## config.mk

```make
export PLATFORM = sky130hd
export DESIGN_NAME = zt_sram
export DESIGN_NICKNAME = d
export VERILOG_FILES = /design/src/rtl/zt_pkg.sv /design/src/rtl/zt_burst_seq.sv /design/src/rtl/zt_cmd_stages.sv /design/src/rtl/zt_lane_array.sv /design/src/rtl/zt_sram.sv
export SDC_FILE = /design/constraint.sdc
export NUM_CORES = 2
export LEC_CHECK = 0
export BUFFER_PORTS_ARGS = -buffer_cell sky130_fd_sc_hd__buf_2
export CAP_MARGIN = 20
export CORE_MARGIN = 2
export CORE_UTILIZATION = 55
export CTS_CLUSTER_SIZE = 40
export DETAILED_ROUTE_END_ITERATION = 10
export HOLD_SLACK_MARGIN = 0.1
export MAX_ROUTING_LAYER = met4
export PLACE_DENSITY = 0.7
export RECOVER_POWER = 100
export SLEW_MARGIN = 20
export SYNTH_ARGS = -nofsm -noshare
export SYNTH_HDL_FRONTEND = slang
export SYNTH_HIERARCHICAL = 1
export SYNTH_MEMORY_MAX_BITS = 65536
export SYNTH_SLANG_ARGS = --single-unit
export TNS_END_PERCENT = 50
```

## constraint.sdc

```tcl
create_clock -name clk -period 9.1 [get_ports clk]
set_input_delay 1.82 -clock clk [delete_from_list [all_inputs] [get_ports clk]]
set_output_delay 1.82 -clock clk [all_outputs]
set_load 0.05 [all_outputs]
```

## src/rtl/zt_pkg.sv

```systemverilog
package zt_pkg;

   typedef enum logic [1:0] {
      OP_IDLE  = 2'd0,
      OP_READ  = 2'd1,
      OP_WRITE = 2'd2
   } zt_op_e;

   // low two address bits of the n-th beat of a four-beat burst
   function automatic logic [1:0] beat_low(input logic [1:0] start,
                                           input logic [1:0] count,
                                           input logic       interleave);
      return interleave ? (start ^ count) : (start + count);
   endfunction

endpackage

```

## src/rtl/zt_burst_seq.sv

```systemverilog
module zt_burst_seq
   import zt_pkg::*;
#(
   parameter int ADDR_W = 8
) (
   input  logic              clk,
   input  logic              rst_n,
   input  logic              hold,
   input  logic              load,
   input  logic              load_wr,
   input  logic              adv,
   input  logic              ilv,
   input  logic [ADDR_W-1:0] addr,
   output zt_op_e            op,
   output logic [ADDR_W-1:0] eff_addr
);

   localparam int LOW_W = 2;

   if (ADDR_W < LOW_W + 1) begin : g_chk_aw
      $error("zt_burst_seq: ADDR_W must exceed the burst field width");
   end

   logic [ADDR_W-1:0] base_q;
   logic [LOW_W-1:0]  cnt_q;
   logic              live_q;
   logic              bwr_q;
   logic [LOW_W-1:0]  cnt_nx;
   logic              cont;

   assign cont   = adv && live_q;
   assign cnt_nx = cnt_q + 1'b1;

   always_comb begin
      if (load) begin
         op       = load_wr ? OP_WRITE : OP_READ;
         eff_addr = addr;
      end else if (cont) begin
         op       = bwr_q ? OP_WRITE : OP_READ;
         eff_addr = {base_q[ADDR_W-1:LOW_W], beat_low(base_q[LOW_W-1:0], cnt_nx, ilv)};
      end else begin
         op       = OP_IDLE;
         eff_addr = base_q;
      end
   end

   always_ff @(posedge clk or negedge rst_n) begin
      if (!rst_n) begin
         base_q <= '0;
         cnt_q  <= '0;
         live_q <= 1'b0;
         bwr_q  <= 1'b0;
      end else if (!hold) begin
         if (load) begin
            base_q <= addr;
            cnt_q  <= '0;
            live_q <= 1'b1;
            bwr_q  <= load_wr;
         end else if (cont) begin
            cnt_q  <= cnt_nx;
         end else begin
            live_q <= 1'b0;
         end
      end
   end

endmodule

```

## src/rtl/zt_cmd_stages.sv

```systemverilog
module zt_cmd_stages
   import zt_pkg::*;
#(
   parameter int ADDR_W = 8,
   parameter int LANES  = 2,
   parameter int STAGES = 2
) (
   input  logic              clk,
   input  logic              rst_n,
   input  logic              hold,
   input  zt_op_e            in_op,
   input  logic [ADDR_W-1:0] in_addr,
   input  logic [LANES-1:0]  in_lanes,
   output zt_op_e            s1_op,
   output logic [ADDR_W-1:0] s1_addr,
   output logic [LANES-1:0]  s1_lanes,
   output zt_op_e            s2_op,
   output logic [ADDR_W-1:0] s2_addr,
   output logic [LANES-1:0]  s2_lanes
);

   if (STAGES != 2) begin : g_chk_st
      $error("zt_cmd_stages: exactly two command stages are supported");
   end

   zt_op_e            op_q   [STAGES];
   logic [ADDR_W-1:0] addr_q [STAGES];
   logic [LANES-1:0]  ln_q   [STAGES];

   for (genvar g = 0; g < STAGES; g++) begin : g_stage
      if (g == 0) begin : g_head
         always_ff @(posedge clk or negedge rst_n) begin
            if (!rst_n) begin
               op_q[g]   <= OP_IDLE;
               addr_q[g] <= '0;
               ln_q[g]   <= '0;
            end else if (!hold) begin
               op_q[g]   <= in_op;
               addr_q[g] <= in_addr;
               ln_q[g]   <= in_lanes;
            end
         end
      end else begin : g_tail
         always_ff @(posedge clk or negedge rst_n) begin
            if (!rst_n) begin
               op_q[g]   <= OP_IDLE;
               addr_q[g] <= '0;
               ln_q[g]   <= '0;
            end else if (!hold) begin
               op_q[g]   <= op_q[g-1];
               addr_q[g] <= addr_q[g-1];
               ln_q[g]   <= ln_q[g-1];
            end
         end
      end
   end

   assign s1_op    = op_q[0];
   assign s1_addr  = addr_q[0];
   assign s1_lanes = ln_q[0];
   assign s2_op    = op_q[1];
   assign s2_addr  = addr_q[1];
   assign s2_lanes = ln_q[1];

endmodule

```

## src/rtl/zt_lane_array.sv

```systemverilog
module zt_lane_array #(
   parameter int ADDR_W = 8,
   parameter int BYTE_W = 9,
   parameter int LANES  = 2
) (
   input  logic                    clk,
   input  logic                    we,
   input  logic [ADDR_W-1:0]       waddr,
   input  logic [LANES-1:0]        wlanes,
   input  logic [BYTE_W*LANES-1:0] wdata,
   input  logic [ADDR_W-1:0]       raddr,
   output logic [BYTE_W*LANES-1:0] rdata
);

   localparam int WORDS = 1 << ADDR_W;

   if (WORDS * LANES > 4096) begin : g_chk_size
      $error("zt_lane_array: array larger than this model allows");
   end

   for (genvar g = 0; g < LANES; g++) begin : g_lane
      logic [BYTE_W-1:0] mem [WORDS];

      always_ff @(posedge clk) begin
         if (we && wlanes[g]) mem[waddr] <= wdata[g*BYTE_W +: BYTE_W];
      end

      assign rdata[g*BYTE_W +: BYTE_W] = mem[raddr];
   end

endmodule

```

## src/rtl/zt_sram.sv

```systemverilog
module zt_sram
   import zt_pkg::*;
#(
   parameter int ADDR_W = 8,
   parameter int BYTE_W = 9,
   parameter int LANES  = 2,
   localparam int DATA_W = BYTE_W * LANES
) (
   input  logic              clk,
   input  logic              rst_n,
   input  logic              pipe_mode,
   input  logic              ilv_order,
   input  logic              sel_a_n,
   input  logic              sel_b,
   input  logic              sel_c_n,
   input  logic              adv,
   input  logic              wr,
   input  logic [LANES-1:0]  lane_wr,
   input  logic [ADDR_W-1:0] addr,
   input  logic [DATA_W-1:0] wdata,
   input  logic              oe_n,
   input  logic              sleep,
   output logic [DATA_W-1:0] q,
   output logic              q_oe
);

   if (BYTE_W < 1 || LANES < 1) begin : g_chk_lane
      $error("zt_sram: lane geometry must be non-empty");
   end

   logic              sel_all;
   logic              load;
   zt_op_e            cmd_op;
   logic [ADDR_W-1:0] cmd_addr;

   zt_op_e            s1_op, s2_op;
   logic [ADDR_W-1:0] s1_addr, s2_addr;
   logic [LANES-1:0]  s1_lanes, s2_lanes;

   logic              commit_we;
   logic [ADDR_W-1:0] commit_addr;
   logic [LANES-1:0]  commit_lanes;
   logic [DATA_W-1:0] arr_rd;
   logic [DATA_W-1:0] merged;
   logic              fwd_hit;

   logic [DATA_W-1:0] q_reg;
   logic              q_vld_r;
   logic              read_vld;
   logic [DATA_W-1:0] read_dat;

   assign sel_all = !sel_a_n && sel_b && !sel_c_n;
   assign load    = sel_all && !adv;

   zt_burst_seq #(.ADDR_W(ADDR_W)) u_burst (
      .clk      (clk),
      .rst_n    (rst_n),
      .hold     (sleep),
      .load     (load),
      .load_wr  (wr),
      .adv      (adv),
      .ilv      (ilv_order),
      .addr     (addr),
      .op       (cmd_op),
      .eff_addr (cmd_addr)
   );

   zt_cmd_stages #(.ADDR_W(ADDR_W), .LANES(LANES), .STAGES(2)) u_stages (
      .clk      (clk),
      .rst_n    (rst_n),
      .hold     (sleep),
      .in_op    (cmd_op),
      .in_addr  (cmd_addr),
      .in_lanes (lane_wr),
      .s1_op    (s1_op),
      .s1_addr  (s1_addr),
      .s1_lanes (s1_lanes),
      .s2_op    (s2_op),
      .s2_addr  (s2_addr),
      .s2_lanes (s2_lanes)
   );

   // late write: data lags one edge (flow-through) or two edges (pipelined)
   always_comb begin
      if (pipe_mode) begin
         commit_we    = !sleep && (s2_op == OP_WRITE);
         commit_addr  = s2_addr;
         commit_lanes = s2_lanes;
      end else begin
         commit_we    = !sleep && (s1_op == OP_WRITE);
         commit_addr  = s1_addr;
         commit_lanes = s1_lanes;
      end
   end

   zt_lane_array #(.ADDR_W(ADDR_W), .BYTE_W(BYTE_W), .LANES(LANES)) u_array (
      .clk    (clk),
      .we     (commit_we),
      .waddr  (commit_addr),
      .wlanes (commit_lanes),
      .wdata  (wdata),
      .raddr  (s1_addr),
      .rdata  (arr_rd)
   );

   // pipelined read captured while an older write's data is on the bus
   assign fwd_hit = (s2_op == OP_WRITE) && (s2_addr == s1_addr);

   for (genvar g = 0; g < LANES; g++) begin : g_merge
      assign merged[g*BYTE_W +: BYTE_W] = (fwd_hit && s2_lanes[g])
                                        ? wdata[g*BYTE_W +: BYTE_W]
                                        : arr_rd[g*BYTE_W +: BYTE_W];
   end

   always_ff @(posedge clk or negedge rst_n) begin
      if (!rst_n) begin
         q_reg   <= '0;
         q_vld_r <= 1'b0;
      end else if (!sleep) begin
         q_vld_r <= (s1_op == OP_READ);
         if (s1_op == OP_READ) q_reg <= merged;
      end
   end

   assign read_vld = pipe_mode ? q_vld_r : (s1_op == OP_READ);
   assign read_dat = pipe_mode ? q_reg : arr_rd;
   assign q_oe     = read_vld && !oe_n && !sleep;
   assign q        = q_oe ? read_dat : '0;

endmodule

```

==> run summary <==
POWER
------------------------------------------------------------------------------------------------------
Power per unit of standard cell area                                                        261 nW/um2
Maximum resistive drop on vdd                                                                   260 uV
Post-layout power                                                                              52.4 mW
Lkg Pwr                                                                                        62.0 nW

CLOCKING
------------------------------------------------------------------------------------------------------
Number of setup buffers added after CTS                                                              0
CTS Hold Buffers Added                                                                               0
Sinks on Clock Net                                                                                4663
Clk Latency, worst-skew pair                                                                   0.98 ns
Number of H-tree levels                                                                              5
Num CTS Buffers                                                                                    446
Clock transition at the register clock pins on the worst setup and hold paths after CTS        0.06 ns
Resized cells post-CTS                                                                               0
Maximum count of clock buffers along a single path                                                   4
Buffer type at the clock tree root                                                        sky130_fd_sc_hd__clkbuf_16
CTS tree                                                                                          done

YOSYS
------------------------------------------------------------------------------------------------------
Proportion of synthesized area in mux cells                                                      0.156
Adder and majority cell fraction of the synthesized area                                     0.0000685
Sequential-to-total area share from yosys stat                                                   0.765
Mean instance size in the synthesized netlist                                                 20.7 um2
Area share of xor/xnor cells in the synthesized design                                        0.000479
Syn. warnings                                                                                        6
Proportion of register bits with asynchronous set or reset after synthesis                      0.0118
Post-Syn Nets                                                                                     8849
Most common flop cell mapped by yosys                                                     sky130_fd_sc_hd__edfxtp_1
Fraction of the mapped netlist area in simple logic gates                                       0.0246
Count of different cell masters after synthesis                                                     72
Number of enable flip-flop cells after synthesis                                                  4608
Cell area after technology mapping                                                          183000 um2
Compound-cell area share of the yosys netlist                                                   0.0351
Synthesized instance count                                                                        8809
Dominant combinational cell family by area after synthesis                                multiplexers
Post-synthesis register bit count                                                                 4663

FLOORPLANNING
------------------------------------------------------------------------------------------------------
IO Pins                                                                                             58
Initial standard-cell utilization of the core                                                    0.553
Standard-cell row count                                                                            211
Die extent in x                                                                                 580 um
Die Ht                                                                                          580 um
Die area                                                                                    337000 um2
Total core area                                                                             331000 um2

ROUTING
------------------------------------------------------------------------------------------------------
Wire length per cell after detailed routing                                                    34.0 um
Initial DRT Pass Iterations                                                                          6
Via-per-instance ratio                                                                            6.76
Iter 0 DRT Violations                                                                            12857
Vias                                                                                             92771
DRT Wirelength                                                                               466000 um
Post-route DRC violation count                                                                       0
Final antenna-violating net count                                                                    0

SETUP PATH
------------------------------------------------------------------------------------------------------
Crit path required time                                                                        7.28 ns
CP arrival                                                                                     7.24 ns
Worst R2R Path Depth                                                                                 7
Worst reg2reg startpoint                                                                  u_stages/s1_addr[0]$_DFFE_PN0N_
End point of the critical path                                                                   q[15]
Worst setup path start                                                                    u_stages/s1_addr[1]$_DFFE_PN0N_
Worst R2R End                                                                             u_array/g_lane[0].mem[21][3]$_DFFE_PP_
CP max FO                                                                                           67
Startpoint type of the worst setup path                                                           flop
Slack of the worst reg-to-reg path                                                             1.55 ns
Crit Path Category                                                                          reg -> out
Endpoint kind of the worst setup timing path                                              primary output

LAYOUT
------------------------------------------------------------------------------------------------------
Area of combinational cells with multiple inputs                                             39500 um2
Final-stage net count                                                                             9002
Sequential cell area                                                                        140000 um2
Count of filler cells inserted in the layout                                                     22649
Post-layout instance area                                                                   201000 um2
Flip-flop count of the largest register after layout                                              4608
Fraction of final layout cells sized beyond drive strength 1                                     0.198
Most common library cell in the layout ignoring fill and taps                             sky130_fd_sc_hd__edfxtp_1
Synth-to-Final Area Change                                                                       10.0%
Utilization after layout                                                                         0.608
Top library cells by usage in the layout, fill and taps aside                             sky130_fd_sc_hd__edfxtp_1 (4608), sky130_fd_sc_hd__mux4_2 (896), sky130_fd_sc_hd__mux2i_1 (674)

STA
------------------------------------------------------------------------------------------------------
Minimum clock period after layout                                                              9.06 ns
Slew Viols, Final                                                                                 4901
Fin Clk Skew                                                                                 0.0523 ns
Hold WS                                                                                       0.493 ns
RSZ-0062 raised after global routing                                                             false
Peak clock frequency supported by timing                                                       110 MHz
Final setup fails                                                                                    0
Total count of hold-check failures in the final report                                               0
Final total negative setup slack                                                                  0 ns
Period Utilization, post-route                                                                   0.995
Max-slew headroom at the worst pin                                                               -3.36
Worst-margin pin slew                                                                          6.55 ns

PLACE
------------------------------------------------------------------------------------------------------
Count of port buffers added during placement                                                        57
Post-detailed-placement half-perimeter wirelength                                            276000 um
Cell Area, Placed                                                                           187000 um2
Placer congestion estimate                                                                       0.914

WORST HOLD PATH
------------------------------------------------------------------------------------------------------
Type of the worst min-delay path                                                            reg -> reg

GLOBAL ROUTING
------------------------------------------------------------------------------------------------------
Number of antenna violations at the first check in global routing                                   25
Remaining global-route overflow                                                                      0
First-pass GRT wire length                                                                   665000 um
GRT Resource Usage Total                                                                         0.282
Vias in the first global route                                                                   90540
Pin count of the biggest net entering global routing                                               209

RUN STATUS
------------------------------------------------------------------------------------------------------
Outcome                                                                                   finished, violations left
Violations in the final reports                                                           capacitance limit, slew limit

RUN
------------------------------------------------------------------------------------------------------
Number of maximum-capacitance violations                                                            69

-- cell families after synthesis --
kind of cell | Yosys count
muxes | 1676
xor gates and xnor gates | 10
adders and majority gates | 1
AOI/OAI and AO/OA | 870
and+or+nand+nor | 1016
DFF | 4663
buffers and inverters | 573
-- how the worst min path moves through the flow --
stage / startpoint / to / slack [ns] / cells past startpoint
4_1_cts: q_vld_r$_DFFE_PN0N_ / q_vld_r$_DFFE_PN0N_ / 0.50 / 2
3_3_place_gp: q_vld_r$_DFFE_PN0N_ / q_vld_r$_DFFE_PN0N_ / 0.47 / 2
5_1_grt: u_stages/s2_op[1]$_DFFE_PN0N_ / u_stages/s2_op[1]$_DFFE_PN0N_ / 0.51 / 1
3_5_place_dp: q_vld_r$_DFFE_PN0N_ / q_vld_r$_DFFE_PN0N_ / 0.48 / 2
6_report: q_vld_r$_DFFE_PN0N_ / q_vld_r$_DFFE_PN0N_ / 0.49 / 2
2_1_floorplan: q_vld_r$_DFFE_PN0N_ / q_vld_r$_DFFE_PN0N_ / 0.45 / 2
-- power breakdown --
| group | internal [mW] | switching (mW) | total [mW] |
|---|---|---|---|
| clock | 10.2 | 7.77 | 18.0 |
| sequential | 23.7 | 0.187 | 23.9 |
| combinational | 3.89 | 6.56 | 10.4 |
-- stage by stage --
stage | instances | worst slack [ns]
2_1_floorplan | 8809 | 3.90
3_5_place_dp | 12877 | 1.39
6_report | 13725 | 0.0425
5_1_grt | 13718 | 0.0327
4_1_cts | 13692 | 0.244
3_3_place_gp | 12876 | 1.35
-- critical path, stage by stage (launching register included) --
cell and delay, ns:
sky130_fd_sc_hd__dfrtp_4 0.99, sky130_fd_sc_hd__nand2b_4 0.70, sky130_fd_sc_hd__buf_4 0.54, sky130_fd_sc_hd__o221ai_1 0.40, sky130_fd_sc_hd__a21oi_1 0.13, sky130_fd_sc_hd__o31ai_1 0.83
sky130_fd_sc_hd__o32ai_1 0.31, sky130_fd_sc_hd__buf_4 0.26, sky130_fd_sc_hd__nor4_1 1.06, sky130_fd_sc_hd__clkbuf_1 0.34, sky130_fd_sc_hd__mux2i_1 0.19, sky130_fd_sc_hd__nor2_1 0.17
sky130_fd_sc_hd__buf_2 0.28
-- routing by layer --
metal	wire length [um]	vias up	global-route usage
met5	0	-	-
met4	19900	0	0.113
met3	50100	909	0.0570
met2	222000	5612	0.426
met1	174000	48888	0.381
li1	-	37362	-
-- cell usage after synthesis, drive strengths merged (13+ instances only) --
cell / n / area (um2)
nor2: 579 / 2170
o32ai: 20 / 175
nor4: 37 / 231
and2: 21 / 133
mux2: 91 / 1100
a221oi: 21 / 184
dfrtp: 55 / 1380
clkbuf: 274 / 1030
o221ai: 315 / 2770
nor3: 104 / 521
o21ai: 43 / 215
a31oi: 26 / 163
nand4: 38 / 244
nor2b: 13 / 81.3
a21oi: 146 / 731
nand3: 80 / 400
a22o: 34 / 298
buf: 291 / 2480
mux4: 911 / 20600
a32oi: 20 / 175
o22ai: 142 / 888
a211oi: 41 / 308
nand2: 103 / 387
mux2i: 674 / 6750
o31ai: 36 / 270
edfxtp: 4608 / 138000
-- final cells by class --
class | instances | area share
clock inverter | 265 | 0.0119
clock buffer | 550 | 0.0582
antenna | 30 | 0.000373
tap | 4366 | 0.0272
sequential | 4663 | 0.695
multi-input combinational | 3573 | 0.197
timing repair buffer | 270 | 0.0103
inverter | 8 | 0.000218
Power figures use the tool's default switching activity.
